File: src/rtl/mac_pkg.sv
package mac_pkg;
  localparam int WORD_W = 128;
  localparam int ROT    = 7;

  function automatic logic [WORD_W-1:0] mac_round(input logic [WORD_W-1:0] x,
                                                  input logic [WORD_W-1:0] k,
                                                  input logic [7:0]        r);
    logic [WORD_W-1:0] t;
    t = x ^ k;
    return {t[WORD_W-1-ROT:0], t[WORD_W-1:WORD_W-ROT]} ^ {(WORD_W/8){r ^ 8'hA5}};
  endfunction

  typedef enum logic [1:0] {ST_IDLE, ST_ABSORB, ST_WAIT} chain_st_t;
endpackage

File: src/rtl/mac_chain.sv
module mac_chain
  import mac_pkg::*;
#(
  parameter int WORDS = 16,
  parameter int ID_W  = 4
) (
  input  logic              clk,
  input  logic              rst,
  input  logic [WORD_W-1:0] key,
  input  logic              start,
  input  logic [ID_W-1:0]   start_id,
  input  logic              word_valid,
  input  logic [WORD_W-1:0] word_data,
  input  logic              fin,
  output logic              busy,
  output logic              accept,
  output logic              launch,
  output logic [WORD_W-1:0] chain_out,
  output logic [WORD_W-1:0] tag_out,
  output logic [ID_W-1:0]   id_out
);
  localparam int IDX_W = $clog2(WORDS);

  chain_st_t         st_q;
  logic [WORD_W-1:0] chain_q, tag_q, base_chain;
  logic [IDX_W-1:0]  idx_q, base_idx;
  logic [ID_W-1:0]   id_q;
  logic              launch_q, take, last;

  always_comb begin
    accept     = start && (st_q == ST_IDLE);
    take       = word_valid && (accept || (st_q == ST_ABSORB));
    base_chain = accept ? '0 : chain_q;
    base_idx   = accept ? '0 : idx_q;
    last       = (base_idx == IDX_W'(WORDS - 1));
  end

  always_ff @(posedge clk) begin
    if (rst) begin
      st_q     <= ST_IDLE;
      chain_q  <= '0;
      tag_q    <= '0;
      idx_q    <= '0;
      id_q     <= '0;
      launch_q <= 1'b0;
    end else begin
      launch_q <= 1'b0;
      if (accept) begin
        id_q    <= start_id;
        chain_q <= '0;
        idx_q   <= '0;
        st_q    <= ST_ABSORB;
      end
      if (take) begin
        if (last) begin
          tag_q    <= word_data;
          launch_q <= 1'b1;
          st_q     <= ST_WAIT;
        end else begin
          chain_q <= mac_round(base_chain ^ word_data, key, 8'd0);
          idx_q   <= base_idx + IDX_W'(1);
        end
      end
      if (st_q == ST_WAIT && fin) st_q <= ST_IDLE;
    end
  end

  assign busy      = (st_q != ST_IDLE);
  assign launch    = launch_q;
  assign chain_out = chain_q;
  assign tag_out   = tag_q;
  assign id_out    = id_q;
endmodule

File: src/rtl/mac_pipe.sv
module mac_pipe
  import mac_pkg::*;
#(
  parameter int DEPTH = 14
) (
  input  logic              clk,
  input  logic              rst,
  input  logic [WORD_W-1:0] key,
  input  logic              in_vld,
  input  logic [WORD_W-1:0] in_data,
  output logic              out_vld,
  output logic [WORD_W-1:0] out_data
);
  logic [WORD_W-1:0] data [DEPTH+1];
  logic              vld  [DEPTH+1];

  assign data[0] = in_data;
  assign vld[0]  = in_vld;

  for (genvar s = 0; s < DEPTH; s++) begin : g_stage
    always_ff @(posedge clk) begin
      if (rst) begin
        vld[s+1]  <= 1'b0;
        data[s+1] <= '0;
      end else begin
        vld[s+1] <= vld[s];
        if (vld[s]) data[s+1] <= mac_round(data[s], key, 8'(s + 1));
      end
    end
  end

  assign out_vld  = vld[DEPTH];
  assign out_data = data[DEPTH];
endmodule

File: src/rtl/safe_flags.sv
module safe_flags #(
  parameter int LINES = 16,
  parameter int ID_W  = 4
) (
  input  logic            clk,
  input  logic            rst,
  input  logic            clr_en,
  input  logic [ID_W-1:0] clr_id,
  input  logic            set_en,
  input  logic [ID_W-1:0] set_id,
  input  logic [ID_W-1:0] rd_id,
  output logic            rd_q
);
  logic [LINES-1:0] flag_q;

  always_ff @(posedge clk) begin
    if (rst) begin
      flag_q <= '0;
      rd_q   <= 1'b0;
    end else begin
      rd_q <= flag_q[rd_id];
      if (clr_en) flag_q[clr_id] <= 1'b0;
      if (set_en) flag_q[set_id] <= 1'b1;
    end
  end
endmodule

File: src/rtl/mac_line_verifier.sv
module mac_line_verifier
  import mac_pkg::*;
#(
  parameter int              LINE_BYTES   = 256,
  parameter int              TAG_BITS     = 64,
  parameter int              LINES        = 16,
  parameter int              CIPHER_DEPTH = 14,
  parameter logic [127:0]    SECRET_KEY   = 128'h3C6E_F372_A54F_F53A_510E_527F_9B05_688C,
  localparam int             WORDS        = LINE_BYTES * 8 / WORD_W,
  localparam int             ID_W         = $clog2(LINES)
) (
  input  logic              clk,
  input  logic              rst,
  input  logic              start,
  input  logic [ID_W-1:0]   start_id,
  input  logic              word_valid,
  input  logic [WORD_W-1:0] word_data,
  output logic              busy,
  output logic              done,
  output logic              pass,
  output logic              fail,
  input  logic [ID_W-1:0]   query_id,
  output logic              query_safe
);
  localparam logic [WORD_W-1:0] CMP_MASK =
    (TAG_BITS >= WORD_W) ? '1 : ((WORD_W'(1) << TAG_BITS) - WORD_W'(1));

  logic [WORD_W-1:0] key_q;
  logic              accept, launch, fin, match;
  logic [WORD_W-1:0] chain_v, tag_v, mac_v;
  logic [ID_W-1:0]   id_v;
  logic              done_q, pass_q, fail_q;

  always_ff @(posedge clk) begin
    if (rst) key_q <= SECRET_KEY;
  end

  mac_chain #(.WORDS(WORDS), .ID_W(ID_W)) u_chain (
    .clk(clk), .rst(rst), .key(key_q), .start(start), .start_id(start_id),
    .word_valid(word_valid), .word_data(word_data), .fin(fin), .busy(busy),
    .accept(accept), .launch(launch), .chain_out(chain_v), .tag_out(tag_v),
    .id_out(id_v)
  );

  mac_pipe #(.DEPTH(CIPHER_DEPTH)) u_pipe (
    .clk(clk), .rst(rst), .key(key_q), .in_vld(launch), .in_data(chain_v),
    .out_vld(fin), .out_data(mac_v)
  );

  assign match = (((mac_v ^ tag_v) & CMP_MASK) == '0);

  always_ff @(posedge clk) begin
    if (rst) begin
      done_q <= 1'b0;
      pass_q <= 1'b0;
      fail_q <= 1'b0;
    end else begin
      done_q <= fin;
      fail_q <= fin && !match;
      if (fin)         pass_q <= match;
      else if (accept) pass_q <= 1'b0;
    end
  end

  safe_flags #(.LINES(LINES), .ID_W(ID_W)) u_flags (
    .clk(clk), .rst(rst), .clr_en(accept), .clr_id(start_id),
    .set_en(fin && match), .set_id(id_v), .rd_id(query_id), .rd_q(query_safe)
  );

  assign done = done_q;
  assign pass = pass_q;
  assign fail = fail_q;
endmodule

File: config.mk
export PLATFORM = sky130hd
export DESIGN_NAME = mac_line_verifier
export DESIGN_NICKNAME = d
export VERILOG_FILES = /design/src/rtl/mac_pkg.sv /design/src/rtl/mac_chain.sv /design/src/rtl/mac_pipe.sv /design/src/rtl/safe_flags.sv /design/src/rtl/mac_line_verifier.sv
export SDC_FILE = /design/constraint.sdc
export NUM_CORES = 2
export LEC_CHECK = 0
export ABC_AREA = 1
export BUFFER_PORTS_ARGS = -buffer_cell sky130_fd_sc_hd__buf_4
export CAP_MARGIN = 20
export CORE_UTILIZATION = 53
export DETAILED_ROUTE_END_ITERATION = 8
export GPL_TIMING_DRIVEN = 0
export PLACE_DENSITY_LB_ADDON = 0.05
export SLEW_MARGIN = 20
export SYNTH_ARGS = -nofsm -noshare
export SYNTH_HDL_FRONTEND = slang
export SYNTH_SLANG_ARGS = --single-unit
export TNS_END_PERCENT = 50
File: constraint.sdc
create_clock -name clk -period 2.6 [get_ports clk]
set_input_delay 0.13 -clock clk [delete_from_list [all_inputs] [get_ports clk]]
set_output_delay 0.13 -clock clk [all_outputs]
set_load 0.01 [all_outputs]
==> flow_metrics.py <==
metrics = {
    "sta": {
        "fmax_ghz": 0.4037,
        "slew_violations": 0,
        "timing.hold.ws_ns": 0.2045,
        "fin_crit_ns": 2.477,
        "setup_viol": 0,
        "rsz0062_at_grt": "false",
        "worst_pin_slew_ns": 1.178,
        "fin_crit_sh_pct": 95.27,
        "finalHoldViolCount": 0,
        "tns_ns": 0,
        "skew_ns": 0.03502,
        "relSlewSlack_pct": 21.45,
    },
    "yosys": {
        "syn_area_um2": 40210,
        "synth.most_common_cell": "dfxtp_1",
        "synthArstFlopShare_pct": 0,
        "synth_common_cells": "dfxtp_1 (1133), o21ai_0 (1020), nor2_1 (1008), a21oi_1 (653), nand2_1 (417)",
        "synth_seq_cells": 1133,
        "synthTopCellsByArea": "dfxtp_1 (56%), o21ai_0 (13%), nor2_1 (9.4%), a21oi_1 (8.1%), nand2_1 (3.9%)",
        "syn_avg_cell_area_um2": 8.132,
        "ys_types": 33,
        "syn-instance-count": 4945,
        "yosys.area.top_type_share_pct": 56.41,
        "yosysTopAreaCell": "dfxtp_1",
        "synth_edf_count": 0,
        "synth_nets": 5086,
        "synth_ff_type": "dfxtp_1",
        "seq_area_frac_synth_pct": 56.41,
        "ys_warn_count": 0,
    },
    "clock_network": {
        "cts_tree": "done",
        "numCtsBuffers": 114,
        "clock_latency_ns": 0.71,
        "clockBufferDepth": 3,
        "cts_sinks": 1133,
        "root_buffer": "clkbuf_16",
        "clk_pin_slew_ns": 0.06,
        "htree_levels": 3,
    },
    "routing": {
        "drt.antenna.violating_nets": 0,
        "num_vias": 36170,
        "routed_wl_mm": 137.0,
        "route.met3.wl_mm": 9.220,
        "routedWlPerCell_um": 21.37,
        "remaining_drc_errors": 0,
        "top_layer": "met5",
        "drt_first_pass_iters": 8,
        "avgViaCountPerCell": 5.641,
        "met1_length_mm": 60.05,
        "dr_wl_met2_mm": 63.04,
        "drt_iter0_markers": 3357,
    },
    "grt": {
        "grt_util_all_layers_pct": 35.07,
        "grt_overflow": 0,
        "grt_pass1_vias": 34540,
        "antenna_found_initial": 7,
        "grt_max_degree": 17,
        "grt_pass1_wl_mm": 206.3,
    },
    "critical_path": {
        "worstPathMaxFanout": 16,
        "reg2regPathDepth": 14,
        "cp-start-kind": "flop",
        "cp.required_ns": 3.17,
        "arrival_ns": 3.05,
        "crit_type": "flop to flop",
        "end_kind": "flop",
    },
    "cells_and_area": {
        "syn2layout_area_growth_pct": 19.29,
        "nNetsFinal": 5481,
        "drive_gt1_share_pct": 7.541,
        "utilization_pct": 64.22,
        "n_fill_cell": 6684,
    },
    "status": {
        "status": "completed",
    },
    "power_and_ir_drop": {
        "leakage_nw": 21.06,
        "ir_worst_vdd_mv": 0.7128,
        "power_density_nw_per_um2": 771.9,
    },
    "worst_hold_path": {
        "worstHoldPathType": "input pin to flop",
        "hold_depth": 3,
    },
    "floorplan": {
        "core_area_um2": 74700,
        "ios": 145,
        "rows": 100,
        "start_util_pct": 53.83,
        "die_w_um": 277.4,
        "die-area_um2": 76980,
        "die_h_um": 277.4,
    },
    "placement": {
        "io_buffers": 143,
        "finalWeightedCongestion": 0.9590,
        "hpwl_mm": 101.4,
    },
    "flow_run": {
        "max_cap_viol_count": 0,
    },
}
[registers in the layout, indices dropped and copies added, names as in the netlist]
signal,cells
u_pipe.data,832
u_chain.chain_out,128
u_chain.tag_out,64
u_pipe.out_data,64
u_flags.flag_q,16
u_pipe.vld,13
u_chain.id_out,4
u_chain.idx_q,4
u_chain.st_q,2
done,1
fail,1
pass,1
u_chain.launch,1
u_flags.rd_q,1
u_pipe.out_vld,1
[through the flow]
| stage | power [mW] | instances | setup WS [ns] | instance area, µm² |
|---|---|---|---|---|
| after global routing | 37.93 | 6410 | 0.009523 | 47960 |
| after CTS | 36.98 | 6407 | 0.002867 | 47930 |
| after floorplan | 18.82 | 4945 | 0.6115 | 40210 |
| after detailed placement | 19.59 | 6057 | -0.2632 | 42500 |
| final | 37.03 | 6412 | 0.1229 | 47970 |
| after global placement | 19.58 | 6057 | -0.2314 | 42500 |
[power breakdown]
| part | internal [mW] | switching (mW) | total [mW] |
|---|---|---|---|
| sequential | 17.5 | 0.101 | 17.6 |
| clock | 10.3 | 7.23 | 17.6 |
| combinational | 0.657 | 1.16 | 1.82 |
| total | 28.5 | 8.49 | 37.0 |
[placed cells by master, fill, tap and decap left out, types with 35 or more instances in the layout]
| master | instances |
|---|---|
| a21oi_1 | 653 |
| buf_4 | 155 |
| clkbuf_1 | 332 |
| clkbuf_16 | 115 |
| clkbuf_8 | 35 |
| dfxtp_1 | 1133 |
| dlygate4sd3_1 | 137 |
| inv_1 | 102 |
| nand2_1 | 417 |
| nor2_1 | 1007 |
| o21ai_0 | 1014 |
| xnor2_1 | 50 |
| xor2_1 | 106 |
[cells by family (layout without fill, tap and decap cells)]
group	after synthesis	after routing	synth area share (%)
simple gates	1461	1461	13.88
flops	1133	1133	56.41
fa+ha+maj	1	1	0.03111
other cells	0	6	0
xor+xnor	156	156	3.398
buf+inv	488	980	4.969
compound gates	1706	1706	21.32
[per-layer routing]
layer	track usage, %	up-vias
li1	-	17220
met1	47.67	17450
met2	56.81	1221
met4	12.12	4
met3	5.247	277
met5	0	-
[final cells by class]
type / count / area [µm²] / share of cell area, %
Antenna cell: 6 / 15.01 / 0.03130
Buffer: 374 / 1572 / 3.276
Clock buffer: 167 / 3423 / 7.137
Clock inverter: 46 / 629.4 / 1.312
Inverter: 113 / 426.7 / 0.8895
Multi-Input combinational cell: 3324 / 15560 / 32.45
Sequential cell: 1133 / 22680 / 47.28
Tap cell: 969 / 1212 / 2.528
Timing Repair Buffer: 280 / 2445 / 5.097
[final timing paths]
kind | from | to | slack [ns]
min | rst | u_flags.flag_q[15]$_SDFF_PP0_ | 0.20
min reg2reg | u_pipe.data[1258]$_SDFFE_PP0P_ | u_pipe.data[1137]$_SDFFE_PP0P_ | 0.42
max reg2reg | u_chain.st_q[0]$_SDFF_PP0_ | u_chain.tag_out[17]$_SDFFE_PP0P_ | 0.12
max | u_chain.st_q[0]$_SDFF_PP0_ | u_chain.tag_out[17]$_SDFFE_PP0P_ | 0.12
[critical path: stages (launching register included)]
cell,delay [ns]
dfxtp_1,0.39
nor2_2,0.08
nand2_4,0.20
inv_4,0.11
nor2_1,0.14
ha_1,0.18
inv_1,0.04
nor3_1,0.15
inv_1,0.11
nor2_4,0.19
inv_2,0.06
buf_4,0.19
buf_6,0.15
o21ai_1,0.28
a21oi_1,0.07
[repair_timing]
item | CTS | global route
hold buffers | 137 | 0
pin swaps | 0 | 1
buffers inserted | 0 | 0
endpoints found under the hold margin | 215 | 0
resized for setup | 3 | 13
setup endpoints to repair | 3 | 83
No activity file was read; power rests on OpenSTA's default activity.
